==> config.mk <==
export PLATFORM = sky130hd
export DESIGN_NAME = i2cSlaveRx
export DESIGN_NICKNAME = d
export VERILOG_FILES = /design/src/rtl/i2c_rx_pkg.sv /design/src/rtl/i2cRxDatapath.sv /design/src/rtl/i2cRxControl.sv /design/src/rtl/i2cSlaveRx.sv
export SDC_FILE = /design/constraint.sdc
export NUM_CORES = 1
export LEC_CHECK = 0
export BUFFER_PORTS_ARGS = -buffer_cell sky130_fd_sc_hd__clkbuf_2
export CAP_MARGIN = 20
export CORE_ASPECT_RATIO = 2
export CORE_MARGIN = 2
export CORE_UTILIZATION = 59
export DETAILED_ROUTE_END_ITERATION = 6
export PLACE_DENSITY = 0.79
export SYNTH_ARGS = -nofsm -noshare
export SYNTH_HDL_FRONTEND = slang
export SYNTH_SLANG_ARGS = --single-unit
==> constraint.sdc <==
create_clock -name clk -period 2.1 [get_ports clk]
set_clock_uncertainty 0.05 [all_clocks]
set_input_delay 0 -clock clk [delete_from_list [all_inputs] [get_ports clk]]
set_output_delay 0 -clock clk [all_outputs]
set_load 0.1 [all_outputs]
==> src/rtl/i2c_rx_pkg.sv <==
package i2c_rx_pkg;

  typedef enum logic [2:0] {
    ST_IDLE,
    ST_ADDR,
    ST_ADDR_ACK,
    ST_DATA,
    ST_DATA_ACK
  } rxState_e;

  // control -> datapath strobes
  typedef struct packed {
    logic shiftEn;
    logic cntClr;
    logic loadData;
  } dpCtl_t;

  // datapath -> control events and decodes
  typedef struct packed {
    logic sclRise;
    logic sclFall;
    logic startSeen;
    logic stopSeen;
    logic byteFull;
    logic ownWrite;
    logic ownRead;
    logic gcWrite;
  } dpEvt_t;

  localparam logic [7:0] CODE_OWN_ACK       = 8'h60;
  localparam logic [7:0] CODE_GC_ACK        = 8'h70;
  localparam logic [7:0] CODE_OWN_DATA_ACK  = 8'h80;
  localparam logic [7:0] CODE_OWN_DATA_NACK = 8'h88;
  localparam logic [7:0] CODE_GC_DATA_ACK   = 8'h90;
  localparam logic [7:0] CODE_GC_DATA_NACK  = 8'h98;
  localparam logic [7:0] CODE_END           = 8'hA0;
  localparam logic [7:0] CODE_READ_REQ      = 8'hA8;
  localparam logic [7:0] CODE_IDLE          = 8'hF8;

  localparam logic [1:0] REG_ADDR   = 2'd0;
  localparam logic [1:0] REG_CTRL   = 2'd1;
  localparam logic [1:0] REG_STATUS = 2'd2;
  localparam logic [1:0] REG_DATA   = 2'd3;

  localparam int CTRL_EN_BIT   = 0;
  localparam int CTRL_ACK_BIT  = 1;
  localparam int CTRL_FLAG_BIT = 7;

endpackage

==> src/rtl/i2cRxDatapath.sv <==
module i2cRxDatapath
  import i2c_rx_pkg::*;
#(
  parameter int SYNC_STAGES = 2,
  parameter int FILT_LEN    = 3,
  parameter int BYTE_BITS   = 8
) (
  input  logic                 clk,
  input  logic                 rstN,
  input  logic                 sclIn,
  input  logic                 sdaIn,
  input  logic                 addrWrEn,
  input  logic [BYTE_BITS-1:0] addrWrData,
  input  dpCtl_t               ctl,
  output dpEvt_t               evt,
  output logic [BYTE_BITS-1:0] addrRegOut,
  output logic [BYTE_BITS-1:0] dataRegOut
);

  localparam int FCNT_W = $clog2(FILT_LEN + 1);
  localparam int BCNT_W = $clog2(BYTE_BITS + 1);

  logic [1:0] rawLine;
  logic [1:0] filtLine;
  logic [1:0] filtPrev;

  assign rawLine = {sdaIn, sclIn};

  // per-line synchronizer and glitch filter
  for (genvar g = 0; g < 2; g++) begin : gLine
    logic [SYNC_STAGES-1:0] syncChain;
    logic [FCNT_W-1:0]      stableCnt;
    logic                   filtBit;

    always_ff @(posedge clk or negedge rstN) begin
      if (!rstN) begin
        syncChain <= '1;
        stableCnt <= '0;
        filtBit   <= 1'b1;
      end else begin
        syncChain <= {syncChain[SYNC_STAGES-2:0], rawLine[g]};
        if (syncChain[SYNC_STAGES-1] == filtBit) begin
          stableCnt <= '0;
        end else if (stableCnt == FCNT_W'(FILT_LEN - 1)) begin
          filtBit   <= syncChain[SYNC_STAGES-1];
          stableCnt <= '0;
        end else begin
          stableCnt <= stableCnt + 1'b1;
        end
      end
    end

    assign filtLine[g] = filtBit;
  end

  always_ff @(posedge clk or negedge rstN) begin
    if (!rstN) filtPrev <= '1;
    else       filtPrev <= filtLine;
  end

  logic sclF, sdaF;
  assign sclF = filtLine[0];
  assign sdaF = filtLine[1];

  logic [BYTE_BITS-1:0] shiftReg;
  logic [BCNT_W-1:0]    bitCnt;
  logic [BYTE_BITS-1:0] addrReg;
  logic [BYTE_BITS-1:0] dataReg;

  always_ff @(posedge clk or negedge rstN) begin
    if (!rstN) begin
      shiftReg <= '0;
      bitCnt   <= '0;
    end else if (ctl.cntClr) begin
      bitCnt   <= '0;
    end else if (ctl.shiftEn) begin
      shiftReg <= {shiftReg[BYTE_BITS-2:0], sdaF};
      bitCnt   <= bitCnt + 1'b1;
    end
  end

  always_ff @(posedge clk or negedge rstN) begin
    if (!rstN) begin
      addrReg <= '0;
      dataReg <= '0;
    end else begin
      if (addrWrEn)     addrReg <= addrWrData;
      if (ctl.loadData) dataReg <= shiftReg;
    end
  end

  always_comb begin
    evt.sclRise   = sclF & ~filtPrev[0];
    evt.sclFall   = ~sclF & filtPrev[0];
    evt.startSeen = sclF & filtPrev[0] & ~sdaF & filtPrev[1];
    evt.stopSeen  = sclF & filtPrev[0] & sdaF & ~filtPrev[1];
    evt.byteFull  = (bitCnt == BCNT_W'(BYTE_BITS));
    evt.ownWrite  = (shiftReg[BYTE_BITS-1:1] == addrReg[BYTE_BITS-1:1]) & ~shiftReg[0];
    evt.ownRead   = (shiftReg[BYTE_BITS-1:1] == addrReg[BYTE_BITS-1:1]) & shiftReg[0];
    evt.gcWrite   = (shiftReg == '0) & addrReg[0];
  end

  assign addrRegOut = addrReg;
  assign dataRegOut = dataReg;

endmodule

==> src/rtl/i2cRxControl.sv <==
module i2cRxControl
  import i2c_rx_pkg::*;
(
  input  logic       clk,
  input  logic       rstN,
  input  logic       ctrlWrEn,
  input  logic [7:0] ctrlWrData,
  input  dpEvt_t     evt,
  output dpCtl_t     ctl,
  output logic       sdaDriveLow,
  output logic       sclDriveLow,
  output logic       flag,
  output logic [7:0] ctrlRegOut,
  output logic [7:0] statusOut
);

  rxState_e   state;
  logic       enable, ackEn, hold, sdaLow, isGc, ackGiven;
  logic [7:0] status;
  logic       addressed;

  assign addressed = (state == ST_ADDR_ACK) || (state == ST_DATA) || (state == ST_DATA_ACK);

  always_comb begin
    ctl.shiftEn  = enable && evt.sclRise && !evt.byteFull &&
                   ((state == ST_ADDR) || (state == ST_DATA));
    ctl.cntClr   = enable && (evt.startSeen ||
                   (evt.sclFall && ((state == ST_ADDR_ACK) || (state == ST_DATA_ACK))));
    ctl.loadData = enable && (state == ST_DATA) && evt.sclFall && evt.byteFull &&
                   !evt.startSeen && !evt.stopSeen;
  end

  always_ff @(posedge clk or negedge rstN) begin
    if (!rstN) begin
      state    <= ST_IDLE;
      enable   <= 1'b0;
      ackEn    <= 1'b0;
      flag     <= 1'b0;
      hold     <= 1'b0;
      sdaLow   <= 1'b0;
      isGc     <= 1'b0;
      ackGiven <= 1'b0;
      status   <= CODE_IDLE;
    end else begin
      // software side: clear first, bus events below override a clear
      if (ctrlWrEn) begin
        enable <= ctrlWrData[CTRL_EN_BIT];
        ackEn  <= ctrlWrData[CTRL_ACK_BIT];
        if (ctrlWrData[CTRL_FLAG_BIT]) begin
          flag   <= 1'b0;
          hold   <= 1'b0;
          status <= CODE_IDLE;
        end
      end

      if (!enable) begin
        state  <= ST_IDLE;
        sdaLow <= 1'b0;
      end else if (evt.stopSeen || evt.startSeen) begin
        sdaLow <= 1'b0;
        if (addressed) begin
          flag   <= 1'b1;
          hold   <= 1'b0;
          status <= CODE_END;
        end
        state <= evt.startSeen ? ST_ADDR : ST_IDLE;
      end else begin
        unique case (state)
          ST_ADDR: begin
            if (evt.sclFall && evt.byteFull) begin
              if (ackEn && evt.ownWrite) begin
                sdaLow <= 1'b1;
                isGc   <= 1'b0;
                state  <= ST_ADDR_ACK;
              end else if (ackEn && evt.gcWrite) begin
                sdaLow <= 1'b1;
                isGc   <= 1'b1;
                state  <= ST_ADDR_ACK;
              end else if (evt.ownRead) begin
                flag   <= 1'b1;
                hold   <= 1'b0;
                status <= CODE_READ_REQ;
                state  <= ST_IDLE;
              end else begin
                state  <= ST_IDLE;
              end
            end
          end
          ST_ADDR_ACK: begin
            if (evt.sclFall) begin
              sdaLow <= 1'b0;
              flag   <= 1'b1;
              hold   <= 1'b1;
              status <= isGc ? CODE_GC_ACK : CODE_OWN_ACK;
              state  <= ST_DATA;
            end
          end
          ST_DATA: begin
            if (evt.sclFall && evt.byteFull) begin
              sdaLow   <= ackEn;
              ackGiven <= ackEn;
              state    <= ST_DATA_ACK;
            end
          end
          ST_DATA_ACK: begin
            if (evt.sclFall) begin
              sdaLow <= 1'b0;
              flag   <= 1'b1;
              hold   <= 1'b1;
              if (isGc) status <= ackGiven ? CODE_GC_DATA_ACK : CODE_GC_DATA_NACK;
              else      status <= ackGiven ? CODE_OWN_DATA_ACK : CODE_OWN_DATA_NACK;
              state  <= ackGiven ? ST_DATA : ST_IDLE;
            end
          end
          default: ;
        endcase
      end
    end
  end

  assign sdaDriveLow = sdaLow;
  assign sclDriveLow = flag & hold;
  assign statusOut   = status;

  always_comb begin
    ctrlRegOut                = '0;
    ctrlRegOut[CTRL_EN_BIT]   = enable;
    ctrlRegOut[CTRL_ACK_BIT]  = ackEn;
    ctrlRegOut[CTRL_FLAG_BIT] = flag;
  end

endmodule

==> src/rtl/i2cSlaveRx.sv <==
module i2cSlaveRx
  import i2c_rx_pkg::*;
#(
  parameter int SYNC_STAGES = 2,
  parameter int FILT_LEN    = 3
) (
  input  logic       clk,
  input  logic       rstN,
  input  logic       sclIn,
  input  logic       sdaIn,
  output logic       sclDriveLow,
  output logic       sdaDriveLow,
  input  logic       regWrEn,
  input  logic [1:0] regAddr,
  input  logic [7:0] regWrData,
  output logic [7:0] regRdData,
  output logic       irq
);

  dpCtl_t     ctl;
  dpEvt_t     evt;
  logic [7:0] addrRegVal, dataRegVal, ctrlRegVal, statusVal;

  i2cRxDatapath #(
    .SYNC_STAGES(SYNC_STAGES),
    .FILT_LEN   (FILT_LEN),
    .BYTE_BITS  (8)
  ) u_dp (
    .clk       (clk),
    .rstN      (rstN),
    .sclIn     (sclIn),
    .sdaIn     (sdaIn),
    .addrWrEn  (regWrEn && (regAddr == REG_ADDR)),
    .addrWrData(regWrData),
    .ctl       (ctl),
    .evt       (evt),
    .addrRegOut(addrRegVal),
    .dataRegOut(dataRegVal)
  );

  i2cRxControl u_ctl (
    .clk        (clk),
    .rstN       (rstN),
    .ctrlWrEn   (regWrEn && (regAddr == REG_CTRL)),
    .ctrlWrData (regWrData),
    .evt        (evt),
    .ctl        (ctl),
    .sdaDriveLow(sdaDriveLow),
    .sclDriveLow(sclDriveLow),
    .flag       (irq),
    .ctrlRegOut (ctrlRegVal),
    .statusOut  (statusVal)
  );

  always_comb begin
    unique case (regAddr)
      REG_ADDR:   regRdData = addrRegVal;
      REG_CTRL:   regRdData = ctrlRegVal;
      REG_STATUS: regRdData = statusVal;
      default:    regRdData = dataRegVal;
    endcase
  end

endmodule

* Yosys cells after proc, flatten, opt, wreduce, memory -nomap -nowiden
Index checks and enable logic that the tools add are counted.
** Storage, ports and cells
- Register bits :: 58
- Logic and storage cells :: 164
** Cells by class
- Add/subtract/negate cells :: 3
- Equality and inequality tests :: 20
- Muxes and demuxes :: 65
- Bitwise gates (word level) :: 20
- Reductions and logical operators :: 36
** Operators with widths (count)
- 2-to-1 mux 8 bit :: 12
- one-hot mux 8 bit (3 select lines) :: 2
- 2-to-1 mux 1 bit :: 29
- 2-to-1 mux 3 bit :: 7
- 2-to-1 mux 4 bit :: 4
- logical AND 1 bit :: 15
- AND reduction 5 bit :: 3
- 2-to-1 mux 2 bit :: 6
- != test 4 x 3 -> 1 bit, second input constant :: 3
- one-hot mux 3 bit (4 select lines) :: 1
- bitwise AND 1 bit :: 11
- != test 5 bit, second input constant :: 2
- NOT 1 bit :: 9
- logical NOT 8 bit :: 1
- != test 4 bit, second input constant :: 2
- == test 7 bit :: 1
- == test 2 bit, second input constant :: 3
- == test 3 x 2 -> 1 bit, second input constant :: 2
- logical OR 1 bit :: 6
- != test 6 bit, second input constant :: 1
- AND reduction 2 bit :: 3
- 2-to-1 mux 5 bit :: 1
- adder 2 x 1 -> 2 bit, second input constant :: 2
- adder 4 x 1 -> 4 bit, second input constant :: 1
- 12 further kinds :: 17

* Depth between registers and ports, before layout
Gate-level depths: netlist (run 1).
- Depth in word-level cells :: 10
- Depth in mapped cells :: 7
- Mapped depth without buffers :: 7

* Hierarchy
From an unflattened synthesis (run 1), not the netlist that was laid out.
** Second synthesis, totals
- Cells, all modules :: 258
- Area, all modules :: 3118.0 um2
** Modules (own cells, without submodules)
- i2cRxDatapath :: instances 1, cells an instance 113, area an instance 1661.6 um2, sequential area each 1011.0 um2
- i2cRxControl :: instances 1, cells an instance 133, area an instance 1242.4 um2, sequential area each 456.7 um2
- i2cSlaveRx :: instances 1, cells an instance 12, area an instance 214.0 um2, sequential area each 0.0 um2

* Worst setup path after synthesis (run 1)
Ideal clock, no wire load.
- Path kind :: reg-to-reg
- From :: register u_dp.bitCnt[0]
- To :: register u_dp.shiftReg[1]
- Arrival time :: 1689 ps
- Data required time :: 1925 ps
- Path slack :: 237 ps
- Stages on the path, launching flop included :: 7
- Period minus slack after synthesis :: 1863 ps
- Cells stage by stage :: dfrtp_1 > inv_1 > ha_1 > and3b_1 > nor4_4 > buf_6 > mux2_2
** Between the ends
- Longest elaborated chain between the ends :: 5
** Ends and longest elaborated chain
- start, declared :: line i2cRxDatapath.sv:66 : logic [BCNT_W-1:0] bitCnt;
- start signal, assigned :: line i2cRxDatapath.sv:78 : bitCnt <= bitCnt + 1'b1;
- == test 4 bit :: line i2cRxDatapath.sv:97 : evt.byteFull = (bitCnt == BCNT_W'(BYTE_BITS));
- logical NOT 1 bit :: line i2cRxControl.sv:25 : ctl.shiftEn = enable && evt.sclRise && !evt.byteFull &&
- logical AND 1 bit (2 in a row) :: line i2cRxControl.sv:25
- AND reduction 2 bit (no line)
- end signal, assigned :: line i2cRxDatapath.sv:77 : shiftReg <= {shiftReg[BYTE_BITS-2:0], sdaF};
- end, declared :: line i2cRxDatapath.sv:65 : logic [BYTE_BITS-1:0] shiftReg;
Every way passes these cells.
A chain may end at the register's enable or synchronous reset.

* Worst setup path after layout (run 1)
- From :: register u_dp.bitCnt[0]
- To :: register u_dp.dataReg[6], in the netlist u_dp.dataRegOut[6]
** Between the ends
- Longest elaborated chain between the ends :: 4
** Ends and longest elaborated chain
- == test 4 bit :: line i2cRxDatapath.sv:97
- logical AND 1 bit (2 in a row) :: line i2cRxControl.sv:29 : ctl.loadData = enable && (state == ST_DATA) && evt.sclFall && evt.byteFull &&
- logical AND 1 bit :: line i2cRxControl.sv:30 : !evt.startSeen && !evt.stopSeen;
- end signal, assigned :: line i2cRxDatapath.sv:88 : if (ctl.loadData) dataReg <= shiftReg;
- end, declared :: line i2cRxDatapath.sv:68 : logic [BYTE_BITS-1:0] dataReg;
Every way passes these cells.

==> impl_results.md, run 1 <==
- MaxCap Viol Count: 0
- Commonest non-fill, non-tap cell in the layout: dfrtp_1
- Core area: 4910 µm²
- # H-tree levels: 3
- Reg2reg start: u_dp.bitCnt[0]$_DFFE_PN0P_
- Switching power share of the total: 36.18%
- Initial DRC count: 62
- Die area: 5754 µm²
- Multi-input gate area: 1474 µm²
- Post-route cell area: 3576 µm²
- Drt drc: 0
- Post-Syn Area: between 3000 and 4000 µm²
- Post-synth EDFFs: 0
- Comb pwr share: 30.1%
- Power Density: approximately 1000 nW/µm²
- Int Pwr: 0.002359 W
- Final setup violation count: 0
- Die extent in y: 105.3 µm
- Share of cells above drive strength 1: 39.23%
- CTS tree: built
- Final WL: 7.375 mm
- Max Slew Vio Count: 0
- Worst R2R Setup Slack: 0.11 ns
- Core Rows: 36
- Unrepaired setup endpoints after global routing: no
- Final #Nets: 323
- NetSw: roughly 0.0013 W
- Maximum clock path buffer count: 2
- Critical Path Sink Type: flop
- Final non-filler cell total: 368
- Skew-Pair Late Insertion Delay: 0.35 ns
- WP data arrival: 2.16 ns
- All-Layer GR Usage: 30.72%
- Die W: 54.65 µm
- Initial core utilization: between 60% and 70%
- Number of global-route vias before repair: between 2k and 3k
- HP Class: in -> reg
- Max frequency: 502.2 MHz
- Diodes inserted: 0
- Register area share after synthesis: 48.49%
- Post-CTS setup buffers: 0
- Mapped Cells: 255
- Post-synth top area share: a little under two fifths
- Global-route wire length before repair: ~12 mm
- CTS resizes: 0
- Final worst path period need: 1.991 ns
- Ranking of synthesized cells by area: dfrtp_1 37%, dfstp_2 11%, mux2_2 9.3%
- Hold EP: u_ctl.ackEn$_DFFE_PN0N_
- Final worst path period share: 94.82%
- HP Start: regWrEn
- Reg2reg path depth: 7
- Placed Instances: 341
- Worst Path Max Fanout: 9
- Predominant post-synthesis flop cell: dfrtp_1
- Vias: 2268
- Fillers: approximately 340
- Worst vdd ir: 1.024 mV
- Crit path kind: reg -> reg
- Avg Vias per Cell: about 6.2
- Count of TritonRoute iterations in the first routing pass: 4
- Final hold vios: 0
- IO Pins: 26
- Pin count of the biggest net entering global routing: 59
- Synth async-reset ratio: 100.0%
- Outcome: complete, no violations
- Relative slew slack: a little over half
- Layout area overhead: 18.15%
- Initial antenna violation count: 0
- Seq. cell area: 1468 µm²
- Clock transition at the registers of the reported paths: 0.07 ns
- CTS Sinks: 58
- Clock network fraction of total power: 27.5%
- Root buffer cell: clkbuf_8
- Syn Area/Cell: roughly 12 µm²
- Cell depth of the worst min-delay path: 3
- Dpl hpwl: 5.246 mm
- Routability cong.: 0.8569
- CTS Hold Buffers Added: 11
- Lkg Pwr: approximately 1.7 nW
- PortBufs: 25
- Seq pwr share: 42.4%
- Slew @ Worst Pin: 0.7126 ns
- DP Area: between 3000 and 4000 µm²
- Worst path required time: about 2.3 ns
- Post-synthesis register bit count: 58
- Post-synth top area cell: dfrtp_1
- Sum Neg Setup Slack: 0 ns
- Startpoint type of the worst setup path: flop
- Yosys cell types: 67
- Syn_nets: 272
- Post-route ant nets: 0
- Drt wl/cell: 20.04 µm
- Grt total ovfl: 0
- Most frequent cells in the layout: 45 x dfrtp_1, 25 x mux2_2, 25 x clkbuf_2, 16 x nor2_1, 16 x buf_4
- Yosys warning total: 0
- CTS buffer count: 9
- R2R Path End: u_dp.dataRegOut[6]$_DFFE_PN0P_
==> metal layers <==
layer / global-route usage, % / vias up / wire, µm
met4: 22.14 / 0 / 527
met5: 0 / - / 0
met3: 6.232 / 34 / 234
met2: 50.00 / 77 / 4090
met1: 32.82 / 1132 / 2523
li1: - / 1025 / -
==> power groups by stage <==
stage	Clock, W	Sequential [W]	Combinational [W]
floorplan	0	0.00153	0.000859
detailed placement	0	0.00158	0.00109
finish	0.00102	0.00157	0.00111
global route	0.00107	0.00159	0.00121
global placement	0	0.00157	0.00106
CTS	0.00102	0.00156	0.00111
==> registers in the layout, summed over array words and instances, names as in the netlist, 2 cells and up <==
signal,count
u_dp.dataRegOut,8
u_ctl.statusOut,8
u_dp.gLine.filtBit,2
u_dp.addrRegOut,8
u_dp.gLine.syncChain,4
u_ctl.state,3
u_dp.filtPrev,2
u_dp.shiftReg,8
u_dp.bitCnt,4
u_dp.gLine.stableCnt,4
==> synthesized netlist by cell type (2+ instances only) <==
library cell	number
a21oi_1	10
and3_1	2
nor3_1	5
mux2_4	10
ha_1	2
dfrtp_1	45
nand2_1	15
nor2b_1	4
buf_2	8
nand2b_1	5
nor2_1	16
a22oi_1	2
a31oi_1	2
mux2_2	25
o22ai_1	2
nor3b_1	3
or3_1	3
o21ai_0	7
clkbuf_1	2
mux4_2	3
o31a_1	2
and2_1	2
nor4_1	2
nand3_1	3
dfstp_2	13
nand4_1	2
xor2_1	2
a22o_1	5
o21ai_1	2
inv_1	5
nor4_4	2
xnor2_1	9
==> final cells by class <==
type / count / area share (%)
clock buffers: 13 / 4.164
flip-flops and latches: 58 / 41.04
well taps: 57 / 1.994
inverters: 5 / 0.5248
multi-input cells: 180 / 41.22
clock inverters: 3 / 1.120
repair buffers: 52 / 9.937
==> stage by stage <==
stage | total power, W | setup WS (ns) | hold WS (ns) | util, %
6_report | 0.003696 | 0.1088 | 0.1306 | 72.83
5_1_grt | 0.003880 | 0.0004361 | 0.1381 | 72.83
4_1_cts | 0.003689 | 0.1100 | 0.1163 | 72.83
3_5_place_dp | 0.002663 | 0.1228 | 0.03885 | 66.74
3_3_place_gp | 0.002628 | 0.2202 | 0.03742 | 66.74
2_1_floorplan | 0.002387 | 0.2367 | -0.3456 | -
==> critical path: stages, from the launching register on <==
cell and delay (ns):
dfrtp_1 0.42, inv_1 0.07, ha_1 0.13, and3b_1 0.26, nand4_2 0.20, nor2_2 0.24
nand2_4 0.16, mux2_4 0.32
==> worst max-delay path by stage <==
stage | start | end | slack [ns] | depth (start not counted)
floorplan | u_dp.bitCnt[0]$_DFFE_PN0P_ | u_dp.shiftReg[1]$_DFFE_PN0P_ | 0.24 | 6
global placement | u_dp.bitCnt[0]$_DFFE_PN0P_ | u_dp.dataRegOut[7]$_DFFE_PN0P_ | 0.22 | 7
detailed placement | u_dp.bitCnt[0]$_DFFE_PN0P_ | u_dp.dataRegOut[4]$_DFFE_PN0P_ | 0.12 | 7
CTS | u_dp.bitCnt[0]$_DFFE_PN0P_ | u_dp.dataRegOut[6]$_DFFE_PN0P_ | 0.11 | 7
global route | u_dp.bitCnt[0]$_DFFE_PN0P_ | u_dp.dataRegOut[6]$_DFFE_PN0P_ | 0.0004 | 7
finish | u_dp.bitCnt[0]$_DFFE_PN0P_ | u_dp.dataRegOut[6]$_DFFE_PN0P_ | 0.11 | 7
==> logic make-up (layout without fill, tap and decap cells) <==
logic type / after synthesis / after routing / synth area share, %
compound gates: 50 / 50 / 12.03
xor+xnor: 12 / 12 / 3.721
fa+ha+maj: 2 / 2 / 0.8267
buf+inv: 17 / 73 / 2.811
flops: 58 / 58 / 48.49
mux: 39 / 39 / 16.82
simple gates: 77 / 77 / 15.30
(Power assumes the default switching activity.)
==> run 2: changes to the inputs <==
--- a/config.mk
+++ b/config.mk
@@ -9,9 +9,9 @@
 export CAP_MARGIN = 20
 export CORE_ASPECT_RATIO = 2
 export CORE_MARGIN = 2
-export CORE_UTILIZATION = 59
+export CORE_UTILIZATION = 32
 export DETAILED_ROUTE_END_ITERATION = 6
-export PLACE_DENSITY = 0.79
+export PLACE_DENSITY = 0.56
 export SYNTH_ARGS = -nofsm -noshare
 export SYNTH_HDL_FRONTEND = slang
 export SYNTH_SLANG_ARGS = --single-unit
==> run 2 against run 1 <==
Effect of this change:
- via count down 2.6%
- total power up 13%
- hold slack better by 0.019 ns
- clock-buffer cell count up 1
- critical path type unchanged
- setup slack better by 0.050 ns
- die area up 79%
- register-to-register slack better by 0.05 ns
- sequential power about the same
- utilization down 32 points
==> impl_results.md, run 2 (same netlist as run 1, synthesis figures left out) <==
- Post-route ant nets: 0
- Drt wl/cell: 17.79 µm
- Initial core utilization: 32.69%
- Grt total ovfl: 0
- Max frequency: 515.2 MHz
- Number of global-route vias before repair: around 2.4k
- DP Area: 3333 µm²
- Skew-Pair Late Insertion Delay: roughly 0.33 ns
- Worst vdd ir: 0.6775 mV
- IO Pins: 26
- MaxCap Viol Count: 0
- Reg2reg path depth: 7
- Relative slew slack: 51.45%
- Most frequent cells in the layout: 45 x dfrtp_1, 25 x mux2_2, 25 x clkbuf_2, 16 x nor2_1, 15 x nand2_1
- Max Slew Vio Count: 0
- Outcome: complete, no violations
- Final setup violation count: 0
- Post-CTS setup buffers: 0
- Root buffer cell: clkbuf_16
- Count of TritonRoute iterations in the first routing pass: 4
- Final WL: 7.348 mm
- Core area: 9259 µm²
- Diodes inserted: 0
- Layout area overhead: 23.65%
- Final #Nets: 321
- Worst path required time: around 2.3 ns
- Post-route cell area: 3742 µm²
- WP data arrival: 2.10 ns
- Cell depth of the worst min-delay path: 3
- HP Class: in -> reg
- All-Layer GR Usage: 15.75%
- Global-route wire length before repair: 12.12 mm
- Commonest non-fill, non-tap cell in the layout: dfrtp_1
- Lkg Pwr: 1.694 nW
- Startpoint type of the worst setup path: flop
- Drt drc: 0
- PortBufs: 25
- Initial DRC count: 52
- Final worst path period share: 92.43%
- Routability cong.: between 0.8 and 0.9
- Die area: 10300 µm²
- CTS tree: built
- Clock transition at the registers of the reported paths: 0.05 ns
- Power Density: 1112 nW/µm²
- Unrepaired setup endpoints after global routing: no
- Share of cells above drive strength 1: approximately two fifths
- Initial antenna violation count: 0
- Avg Vias per Cell: 5.349
- CTS Sinks: between 50 and 60
- Fillers: 900
- Maximum clock path buffer count: 2
- Core Rows: 50
- Sum Neg Setup Slack: 0 ns
- Die extent in y: between 100 and 150 µm
- Slew @ Worst Pin: between 0.7 and 0.8 ns
- Critical Path Sink Type: flop
- Final worst path period need: approximately 1.9 ns
- CTS buffer count: 9
- Final hold vios: 0
- Seq. cell area: around 1500 µm²
- Vias: between 2k and 2.5k
- Crit path kind: reg -> reg
- Multi-input gate area: 1474 µm²
- Die W: 72.77 µm
- Dpl hpwl: 5.558 mm
- # H-tree levels: 3
- Worst Path Max Fanout: 9
- Pin count of the biggest net entering global routing: between 50 and 60
-- run 2: cell count changes in the layout (fill, tap and decap cells not counted) --
cell / before / now
clkbuf_8: 10 / 2
buf_12: 0 / 1
clkbuf_16: 0 / 9
buf_4: 16 / 13
clkinv_2: 2 / 1
-- run 2: per-layer routing --
| metal | global-route usage [%] | wire length [µm] | vias to the layer above | share of wire, % |
|---|---|---|---|---|
| met5 | 0 | 0 | - | 0 |
| met2 | 27.37 | 3999 | 54 | 54 |
| met4 | 10.33 | 339 | 0 | 4.6 |
| met1 | 16.85 | 2792 | 1097 | 38 |
| met3 | 2.841 | 217 | 21 | 3.0 |
| li1 | - | - | 1037 | - |
-- run 2: path summary, 6_finish.rpt --
| check | start | to | slack, ns |
|---|---|---|---|
| setup / recovery | u_dp.bitCnt[0]$_DFFE_PN0P_ | u_dp.dataRegOut[6]$_DFFE_PN0P_ | 0.16 |
| hold / removal | regWrEn | u_ctl.ackEn$_DFFE_PN0N_ | 0.15 |
| setup reg to reg | u_dp.bitCnt[0]$_DFFE_PN0P_ | u_dp.dataRegOut[6]$_DFFE_PN0P_ | 0.16 |
| hold reg to reg | u_dp.gLine[0].syncChain[0]$_DFF_PN1_ | u_dp.gLine[0].syncChain[1]$_DFF_PN1_ | 0.30 |
| max in group asynchronous | rstN | u_dp.addrRegOut[2]$_DFFE_PN0P_ | 1.20 |
| min in group asynchronous | rstN | u_dp.gLine[1].stableCnt[1]$_DFF_PN0_ | 0.31 |
-- run 2: final cells by class --
| type | instances | share of cell area (%) |
|---|---|---|
| timing repair buffer | 50 | 9.428 |
| clock inverter | 2 | 0.9361 |
| clock buffer | 14 | 7.054 |
| sequential | 58 | 39.22 |
| inverter | 5 | 0.5015 |
| tap | 104 | 3.477 |
| multi-input combinational | 180 | 39.38 |
-- run 2: power breakdown --
part	leakage, nW	internal [W]	switching (W)
clock network	0.147	0.000980	0.000478
registers	0.736	0.00135	0.000192
logic	0.812	0.000435	0.000725
-- run 2: what timing repair did --
item,4_1_cts,5_1_grt
setup endpoints to repair,0,0
resized for setup,0,0
endpoints found under the hold margin,57,0
hold buffers,11,0
-- run 2: worst max-delay path: stages (launching register included) --
cell and delay [ns]:
dfrtp_1 0.42, inv_1 0.08, ha_1 0.13, and3b_1 0.26
nand4_2 0.19, nor2_2 0.21, nand2_4 0.16, mux2_4 0.32
-- run 2: stage by stage --
step                      total power [W]  instances  util (%)  hold WS, ns  worst slack (ns)
after floorplan                  0.002387        255         -      -0.3456            0.2367
after global placement           0.002678        386     36.00      0.03894            0.2068
after detailed placement         0.002705        386     36.00      0.04407            0.1677
after CTS                        0.004188        413     40.42       0.1478            0.1604
after global routing             0.004360        413     40.42       0.1519           0.01023
final                            0.004162        413     40.42       0.1492            0.1590
